==> src/rtl/wdk_pkg.sv <==
package wdk_pkg;
  typedef enum logic [1:0] {SEQ_IDLE, SEQ_UNLK, SEQ_RFSH} seq_e;
  typedef enum logic [1:0] {REG_CTRL = 2'd0, REG_CNT = 2'd1, REG_TOVAL = 2'd2, REG_WIN = 2'd3} reg_e;
  typedef enum logic [1:0] {SRC_BUS = 2'd0, SRC_LPO = 2'd1, SRC_SLOW = 2'd2, SRC_EXT = 2'd3} src_e;

  localparam logic [15:0] UNLK_LO = 16'hC520;
  localparam logic [15:0] UNLK_HI = 16'hD928;
  localparam logic [15:0] RFSH_LO = 16'hA602;
  localparam logic [15:0] RFSH_HI = 16'hB480;
  localparam logic [31:0] UNLK_W  = {UNLK_HI, UNLK_LO};
  localparam logic [31:0] RFSH_W  = {RFSH_HI, RFSH_LO};

  // control/status bit positions
  localparam int B_UPD  = 5;
  localparam int B_IE   = 6;
  localparam int B_EN   = 7;
  localparam int B_SEL  = 8;
  localparam int B_RCS  = 10;
  localparam int B_ULK  = 11;
  localparam int B_PRES = 12;
  localparam int B_WIDE = 13;
  localparam int B_FLG  = 14;
endpackage

==> src/rtl/wdk_keyseq.sv <==
module wdk_keyseq
  import wdk_pkg::*;
(
  input  logic        clk_i,
  input  logic        rst_ni,
  input  logic        wr_i,
  input  logic        cnt_wr_i,
  input  logic [31:0] data_i,
  input  logic        wide_i,
  output logic        unlock_o,
  output logic        refresh_o
);
  seq_e st_q, st_d;

  always_comb begin
    if (wide_i) begin
      unlock_o  = cnt_wr_i && (data_i == UNLK_W);
      refresh_o = cnt_wr_i && (data_i == RFSH_W);
    end else begin
      unlock_o  = cnt_wr_i && (st_q == SEQ_UNLK) && (data_i[15:0] == UNLK_HI);
      refresh_o = cnt_wr_i && (st_q == SEQ_RFSH) && (data_i[15:0] == RFSH_HI);
    end
  end

  // any write either opens a pair from idle or closes a pending one
  always_comb begin
    st_d = st_q;
    if (wr_i) begin
      st_d = SEQ_IDLE;
      if (cnt_wr_i && !wide_i && st_q == SEQ_IDLE) begin
        if (data_i[15:0] == UNLK_LO)      st_d = SEQ_UNLK;
        else if (data_i[15:0] == RFSH_LO) st_d = SEQ_RFSH;
      end
    end
  end

  always_ff @(posedge clk_i or negedge rst_ni) begin
    if (!rst_ni) st_q <= SEQ_IDLE;
    else         st_q <= st_d;
  end

  assert_keys_exclusive_R4: assert property (@(posedge clk_i) disable iff (!rst_ni)
    $onehot0({unlock_o, refresh_o}));

  assert_pair_consumed_R3: assert property (@(posedge clk_i) disable iff (!rst_ni)
    (wr_i && st_q != SEQ_IDLE) |=> st_q == SEQ_IDLE);
endmodule

==> src/rtl/wdk_count.sv <==
module wdk_count
  import wdk_pkg::*;
#(
  parameter int CNT_W = 16,
  parameter int PRE_W = 8
) (
  input  logic             clk_i,
  input  logic             rst_ni,
  input  logic             en_i,
  input  logic [1:0]       sel_i,
  input  logic             pre_en_i,
  input  logic             lpo_tick_i,
  input  logic             slow_tick_i,
  input  logic             ext_tick_i,
  input  logic             clr_i,
  input  logic [CNT_W-1:0] toval_i,
  output logic [CNT_W-1:0] cnt_o,
  output logic             tmo_o
);
  logic [CNT_W-1:0] cnt_q, cnt_inc;
  logic [PRE_W-1:0] pre_q;
  logic             raw, tick;

  always_comb begin
    unique case (src_e'(sel_i))
      SRC_BUS:  raw = 1'b1;
      SRC_LPO:  raw = lpo_tick_i;
      SRC_SLOW: raw = slow_tick_i;
      default:  raw = ext_tick_i;
    endcase
  end

  assign tick    = en_i && raw && (!pre_en_i || (&pre_q));
  assign cnt_inc = cnt_q + CNT_W'(1);
  assign tmo_o   = tick && !clr_i && (cnt_inc == toval_i);
  assign cnt_o   = cnt_q;

  always_ff @(posedge clk_i or negedge rst_ni) begin
    if (!rst_ni) begin
      pre_q <= '0;
      cnt_q <= '0;
    end else begin
      if (clr_i)                           pre_q <= '0;
      else if (en_i && raw && pre_en_i)    pre_q <= pre_q + PRE_W'(1);
      if (clr_i)      cnt_q <= '0;
      else if (tmo_o) cnt_q <= '0;
      else if (tick)  cnt_q <= cnt_inc;
    end
  end

  assert_count_hold_R9: assert property (@(posedge clk_i) disable iff (!rst_ni)
    (!clr_i && !(en_i && raw)) |=> $stable(cnt_q));

  assert_timeout_wrap_R11: assert property (@(posedge clk_i) disable iff (!rst_ni)
    tmo_o |=> cnt_q == '0);
endmodule

==> src/rtl/wdog_keyed.sv <==
module wdog_keyed
  import wdk_pkg::*;
#(
  parameter int          CNT_W      = 16,
  parameter int          PRE_W      = 8,
  parameter int          UNLK_CYC   = 16,
  parameter int          RCFG_CYC   = 3,
  parameter logic [15:0] TOVAL_INIT = 16'hFFFF
) (
  input  logic        clk_i,
  input  logic        rst_ni,
  input  logic        bus_we_i,
  input  logic [1:0]  bus_addr_i,
  input  logic [31:0] bus_wdata_i,
  output logic [31:0] bus_rdata_o,
  input  logic        lpo_tick_i,
  input  logic        slow_tick_i,
  input  logic        ext_tick_i,
  output logic        irq_o,
  output logic        rst_req_o
);
  localparam int UT_W = $clog2(UNLK_CYC + 1);
  localparam int RT_W = $clog2(RCFG_CYC + 1);

  logic             upd_q, ie_q, en_q, pres_q, wide_q, flg_q, ulk_q, rcs_q, rst_req_q;
  logic [1:0]       sel_q;
  logic [CNT_W-1:0] toval_q, win_q, cnt;
  logic [UT_W-1:0]  ut_q;
  logic [RT_W-1:0]  rt_q;
  logic             wr_ctrl, wr_cnt, wr_toval, wr_win, cfg_ok;
  logic             key_unlock, key_refresh, tmo, win_viol;

  assign wr_ctrl  = bus_we_i && (reg_e'(bus_addr_i) == REG_CTRL);
  assign wr_cnt   = bus_we_i && (reg_e'(bus_addr_i) == REG_CNT);
  assign wr_toval = bus_we_i && (reg_e'(bus_addr_i) == REG_TOVAL);
  assign wr_win   = bus_we_i && (reg_e'(bus_addr_i) == REG_WIN);
  assign cfg_ok   = wr_ctrl && ulk_q;

  wdk_keyseq u_keys (
    .clk_i     (clk_i),
    .rst_ni    (rst_ni),
    .wr_i      (bus_we_i),
    .cnt_wr_i  (wr_cnt),
    .data_i    (bus_wdata_i),
    .wide_i    (wide_q),
    .unlock_o  (key_unlock),
    .refresh_o (key_refresh)
  );

  wdk_count #(.CNT_W(CNT_W), .PRE_W(PRE_W)) u_cnt (
    .clk_i       (clk_i),
    .rst_ni      (rst_ni),
    .en_i        (en_q),
    .sel_i       (sel_q),
    .pre_en_i    (pres_q),
    .lpo_tick_i  (lpo_tick_i),
    .slow_tick_i (slow_tick_i),
    .ext_tick_i  (ext_tick_i),
    .clr_i       (key_refresh || cfg_ok),
    .toval_i     (toval_q),
    .cnt_o       (cnt),
    .tmo_o       (tmo)
  );

  assign win_viol = key_refresh && (win_q != '0) && (cnt < win_q);

  always_ff @(posedge clk_i or negedge rst_ni) begin
    if (!rst_ni) begin
      upd_q   <= 1'b1;
      ie_q    <= 1'b0;
      en_q    <= 1'b0;
      sel_q   <= SRC_BUS;
      pres_q  <= 1'b0;
      wide_q  <= 1'b0;
      toval_q <= CNT_W'(TOVAL_INIT);
      win_q   <= '0;
    end else begin
      if (cfg_ok) begin
        upd_q  <= bus_wdata_i[B_UPD];
        ie_q   <= bus_wdata_i[B_IE];
        en_q   <= bus_wdata_i[B_EN];
        sel_q  <= bus_wdata_i[B_SEL +: 2];
        pres_q <= bus_wdata_i[B_PRES];
        wide_q <= bus_wdata_i[B_WIDE];
      end
      if (wr_toval && ulk_q) toval_q <= bus_wdata_i[CNT_W-1:0];
      if (wr_win && ulk_q)   win_q   <= bus_wdata_i[CNT_W-1:0];
    end
  end

  // flag set wins over a same-cycle clear
  always_ff @(posedge clk_i or negedge rst_ni) begin
    if (!rst_ni) begin
      flg_q     <= 1'b0;
      rst_req_q <= 1'b0;
    end else begin
      if (tmo)                               flg_q <= 1'b1;
      else if (wr_ctrl && bus_wdata_i[B_FLG]) flg_q <= 1'b0;
      rst_req_q <= tmo || win_viol;
    end
  end

  always_ff @(posedge clk_i or negedge rst_ni) begin
    if (!rst_ni) begin
      ulk_q <= 1'b0;
      ut_q  <= '0;
    end else if (cfg_ok) begin
      ulk_q <= 1'b0;
    end else if (key_unlock && upd_q) begin
      ulk_q <= 1'b1;
      ut_q  <= '0;
    end else if (ulk_q) begin
      if (ut_q == UT_W'(UNLK_CYC - 1)) ulk_q <= 1'b0;
      else                             ut_q  <= ut_q + UT_W'(1);
    end
  end

  always_ff @(posedge clk_i or negedge rst_ni) begin
    if (!rst_ni) begin
      rcs_q <= 1'b1;
      rt_q  <= '0;
    end else if (cfg_ok) begin
      rcs_q <= 1'b0;
      rt_q  <= '0;
    end else if (!rcs_q) begin
      if (rt_q == RT_W'(RCFG_CYC - 1)) rcs_q <= 1'b1;
      else                             rt_q  <= rt_q + RT_W'(1);
    end
  end

  always_comb begin
    bus_rdata_o = '0;
    unique case (reg_e'(bus_addr_i))
      REG_CTRL:  bus_rdata_o = {16'b0, 1'b0, flg_q, wide_q, pres_q, ulk_q, rcs_q,
                                sel_q, en_q, ie_q, upd_q, 5'b0};
      REG_CNT:   bus_rdata_o = 32'(cnt);
      REG_TOVAL: bus_rdata_o = 32'(toval_q);
      default:   bus_rdata_o = 32'(win_q);
    endcase
  end

  assign irq_o     = flg_q && ie_q;
  assign rst_req_o = rst_req_q;

  assert_locked_toval_R5: assert property (@(posedge clk_i) disable iff (!rst_ni)
    (wr_toval && !ulk_q) |=> $stable(toval_q));

  assert_cfg_closes_R7: assert property (@(posedge clk_i) disable iff (!rst_ni)
    cfg_ok |=> (!ulk_q && !rcs_q));

  assert_frozen_upd_R13: assert property (@(posedge clk_i) disable iff (!rst_ni)
    !$past(upd_q) |-> !$rose(ulk_q));

  assert_flag_with_reset_R11: assert property (@(posedge clk_i) disable iff (!rst_ni)
    $rose(flg_q) |-> rst_req_o);
endmodule

==> config.mk <==
export PLATFORM = sky130hd
export DESIGN_NAME = wdog_keyed
export DESIGN_NICKNAME = d
export VERILOG_FILES = /design/src/rtl/wdk_pkg.sv /design/src/rtl/wdk_keyseq.sv /design/src/rtl/wdk_count.sv /design/src/rtl/wdog_keyed.sv
export SDC_FILE = /design/constraint.sdc
export NUM_CORES = 1
export LEC_CHECK = 0
export ABC_CLOCK_PERIOD_IN_PS = 5070
export BUFFER_PORTS_ARGS = -buffer_cell sky130_fd_sc_hd__buf_2
export CORE_MARGIN = 1.5
export CORE_UTILIZATION = 33
export DETAILED_ROUTE_END_ITERATION = 8
export GPL_TIMING_DRIVEN = 0
export PLACE_DENSITY = 0.49
export SYNTH_ARGS = -nofsm -noshare
export SYNTH_HDL_FRONTEND = slang
export SYNTH_SLANG_ARGS = --single-unit
==> constraint.sdc <==
create_clock -name clk_i -period 5.07 [get_ports clk_i]
set_clock_uncertainty 0.05 [all_clocks]
set_input_delay 0.2535 -clock clk_i [delete_from_list [all_inputs] [get_ports clk_i]]
set_output_delay 0.2535 -clock clk_i [all_outputs]
set_load 0.1 [all_outputs]
==> results.toml <==
[final_layout]
antenna_cells = 0
fill_cells = 1469
final_area_um2 = 5930
area_delta_synth_final_pct = 17.9
drive_gt1_share_pct = 31.7
final_nets = 636

[logic_synthesis]
seq_area_frac_synth_pct = 38.2
ys_seq_elements = 76
syn_inst = 492
synthArstFlopShare_pct = 100
yosys_most_used_dff = "dfrtp_1"
synth_enable_flop_cells = 0
netlist_area_um2 = 5030
ys_top_cells_by_count = "dfrtp_1 (58), mux2_2 (43), nor2_1 (33)"
syn_area_per_cell_um2 = 10.2
ys_warn_count = 0
synth_most_common_cell = "dfrtp_1"
synth_top_area_share_pct = 28.8
synth_top_area_cell = "dfrtp_1"
synth_top_cells_by_area = "dfrtp_1 (29%), mux2_2 (9.6%), dfstp_2 (9.4%)"
synth_cell_type_count = 62

[routing]
drc_errors = 0
via_per_inst = 5.19
ant_nets = 0
wl_per_cell_um = 18.4
dr.pass1.iters = 4
first_iter_violations = 205
vias = 3973
routed_wl_mm = 14.1

[cts]
hold_buffers = 1
ctsResizeCount = 0
cts_tree = "built"
clkLatencyLatePin_ns = 0.35
clkSlewWorstSetupHoldPaths_ns = 0.07
post-cts-setup-buffers = 0
htreeDepth = 3
cts_buffers = 9
cts.sinks = 76
cts_buffer_depth = 2
root_buffer = "clkbuf_16"

[timing]
fin_tns_setup_ns = 0
timing.final.ws_setup_ns = 1.98
rsz0062_at_grt = "no"
max_freq_mhz = 324
maxSlewHeadroom_pct = 40.0
period_minus_slack_ns = 3.09
period_share_pct = 60.9
hold_violations = 0
setup_viol = 0
slew_viol_final = 0
worst_slew_pin_slew_ns = 0.888

[placement]
dpl.hpwl_mm = 11.0
placed_cell_area_um2 = 5620
io_buffer_count = 56
gp_congestion = 0.858
place_ws_ns = 1.94

[die]
die-area_um2 = 16000
ioPinCount = 74
die_height_um = 126
die_width_um = 126
core_area_um2 = 14700
rows = 44
start_util_pct = 34.2

[power_and_ir_drop]
p_per_area_nw_per_um2 = 440
power.leakage_nw = 2.68
max-vdd-ir-drop_mv = 0.271

[setup_path]
worstSetupPathType = "primary input to primary output"
crit_path_start_kind = "primary input"
cp_data_required_time_ns = 4.77
endpoint_kind = "primary output"
cpMaxStageDelayCell = "buf_1"
arrival_ns = 2.78
critPathBufInv = 4
cpMostUsedCell = "buf_2"
cpPeakStageDelay_ns = 0.62
crit_path_max_fanout = 10
worstPathCellList = "buf_2 > buf_1 > clkbuf_1 > nor2b_1 > a22o_1 > buf_2"
crit_family = "buffers and inverters"

[flow_run]
max_cap_viol_count = 0

[global_routing]
grt_max_degree = 40
grt_usage_pct = 18.5
antenna_found_initial = 0
grt_first_pass_wirelength_mm = 22.3
grt_pass1_vias = 3957
grt_overflow = 0

[status]
outcome = "finished clean"

[min_path]
min-delay-path-class = "primary input to flip-flop"
stage by stage:
stage / std cells / power (mW) / hold slack [ns] / utilization (%)
final: 765 / 2.61 / 0.110 / 40.4
after global routing: 765 / 2.77 / 0.123 / 40.4
after CTS: 765 / 2.63 / 0.0997 / 40.4
after detailed placement: 748 / 1.96 / 0.208 / 38.2
after global placement: 747 / 1.94 / 0.462 / 38.1
after floorplan: 507 / 1.70 / -0.0921 / -
placed cells by master, fill, tap and decap left out, types with 4 or more instances in the layout:
cell and n:
nor4b_1 4, nand2b_1 8, a22o_1 6, clkbuf_1 10
nor2b_1 5, xnor2_1 27, or3_1 4, clkbuf_16 9
a21oi_1 9, dfrtp_1 58, inv_1 21, buf_4 19
mux2_2 43, dfstp_2 18, nor2_1 33, nand2_1 29
buf_2 63, xor2_1 22, nand3_1 15, mux4_2 10
nor4_1 8, nand4b_1 4, nor3_2 4, o21ai_0 11
and3_1 7, nand4_1 15, nor3_1 18, conb_1 16
ha_1 20, nand3b_1 4
worst register-to-register path: stages (launching register included):
cell	delay, ns
dfrtp_1	0.37
buf_2	0.24
nand3_1	0.22
nor4_1	0.46
xnor2_1	0.22
nor4b_1	0.25
nor4b_1	0.76
a21o_1	0.32
nor2_1	0.07
area by class of cell:
cell class | count | area (µm²) | area share, %
Clock buffer | 9 | 225 | 3.80
Clock inverter | 7 | 76.3 | 1.29
Buffer | 38 | 221 | 3.73
Sequential cell | 76 | 1920 | 32.4
Inverter | 21 | 78.8 | 1.33
Tap cell | 184 | 230 | 3.88
Timing Repair Buffer | 58 | 313 | 5.27
Multi-Input combinational cell | 372 | 2860 | 48.3
worst paths after layout:
kind                                 from              end  slack, ns  depth (start not counted)
min reg2reg                u_keys.st_q[1]   u_keys.st_q[1]       0.49                          2
min in group asynchronous          rst_ni   u_cnt.pre_q[6]       0.36                          2
max                         bus_addr_i[0]  bus_rdata_o[15]       1.98                          6
min                        bus_wdata_i[4]       toval_q[4]       0.11                          2
max reg2reg                u_cnt.cnt_o[6]  u_cnt.cnt_o[13]       1.99                          8
max in group asynchronous          rst_ni      toval_q[11]       3.95                          3
report_power, final:
part / internal, mW / total [mW] / switching (mW) / leakage, nW
logic: 0.363 / 1.02 / 0.655 / 1.60
clock network: 0.384 / 0.661 / 0.277 / 0.142
registers: 0.777 / 0.934 / 0.157 / 0.940
total: 1.52 / 2.61 / 1.09 / 2.68
per-layer routing:
layer / part of all wire, % / vias to the layer above / GRT usage (%)
li1: - / 1926 / -
met1: 45 / 1929 / 24.4
met2: 49 / 102 / 30.9
met3: 3.4 / 16 / 2.45
met4: 1.9 / 0 / 7.30
met5: 0 / - / 0
state kept, by name (all words and copies together) (netlist names), 2 cells and up:
signal,flops
u_cnt.pre_q,8
win_q,16
ut_q,5
rt_q,2
sel_q,2
toval_q,16
u_cnt.cnt_o,16
u_keys.st_q,2
cell families (layout without fill, tap and decap cells):
logic type,after synthesis,after routing,share of synthesized area [%]
fa+ha+maj,20,20,4.97
xor+xnor,49,49,8.53
other cells,1,16,0.0745
buf+inv,59,133,5.97
simple gates,183,183,21.0
compound gates,48,48,6.49
mux,56,56,14.7
flops,76,76,38.2
No activity file was read; power rests on OpenSTA's default activity.
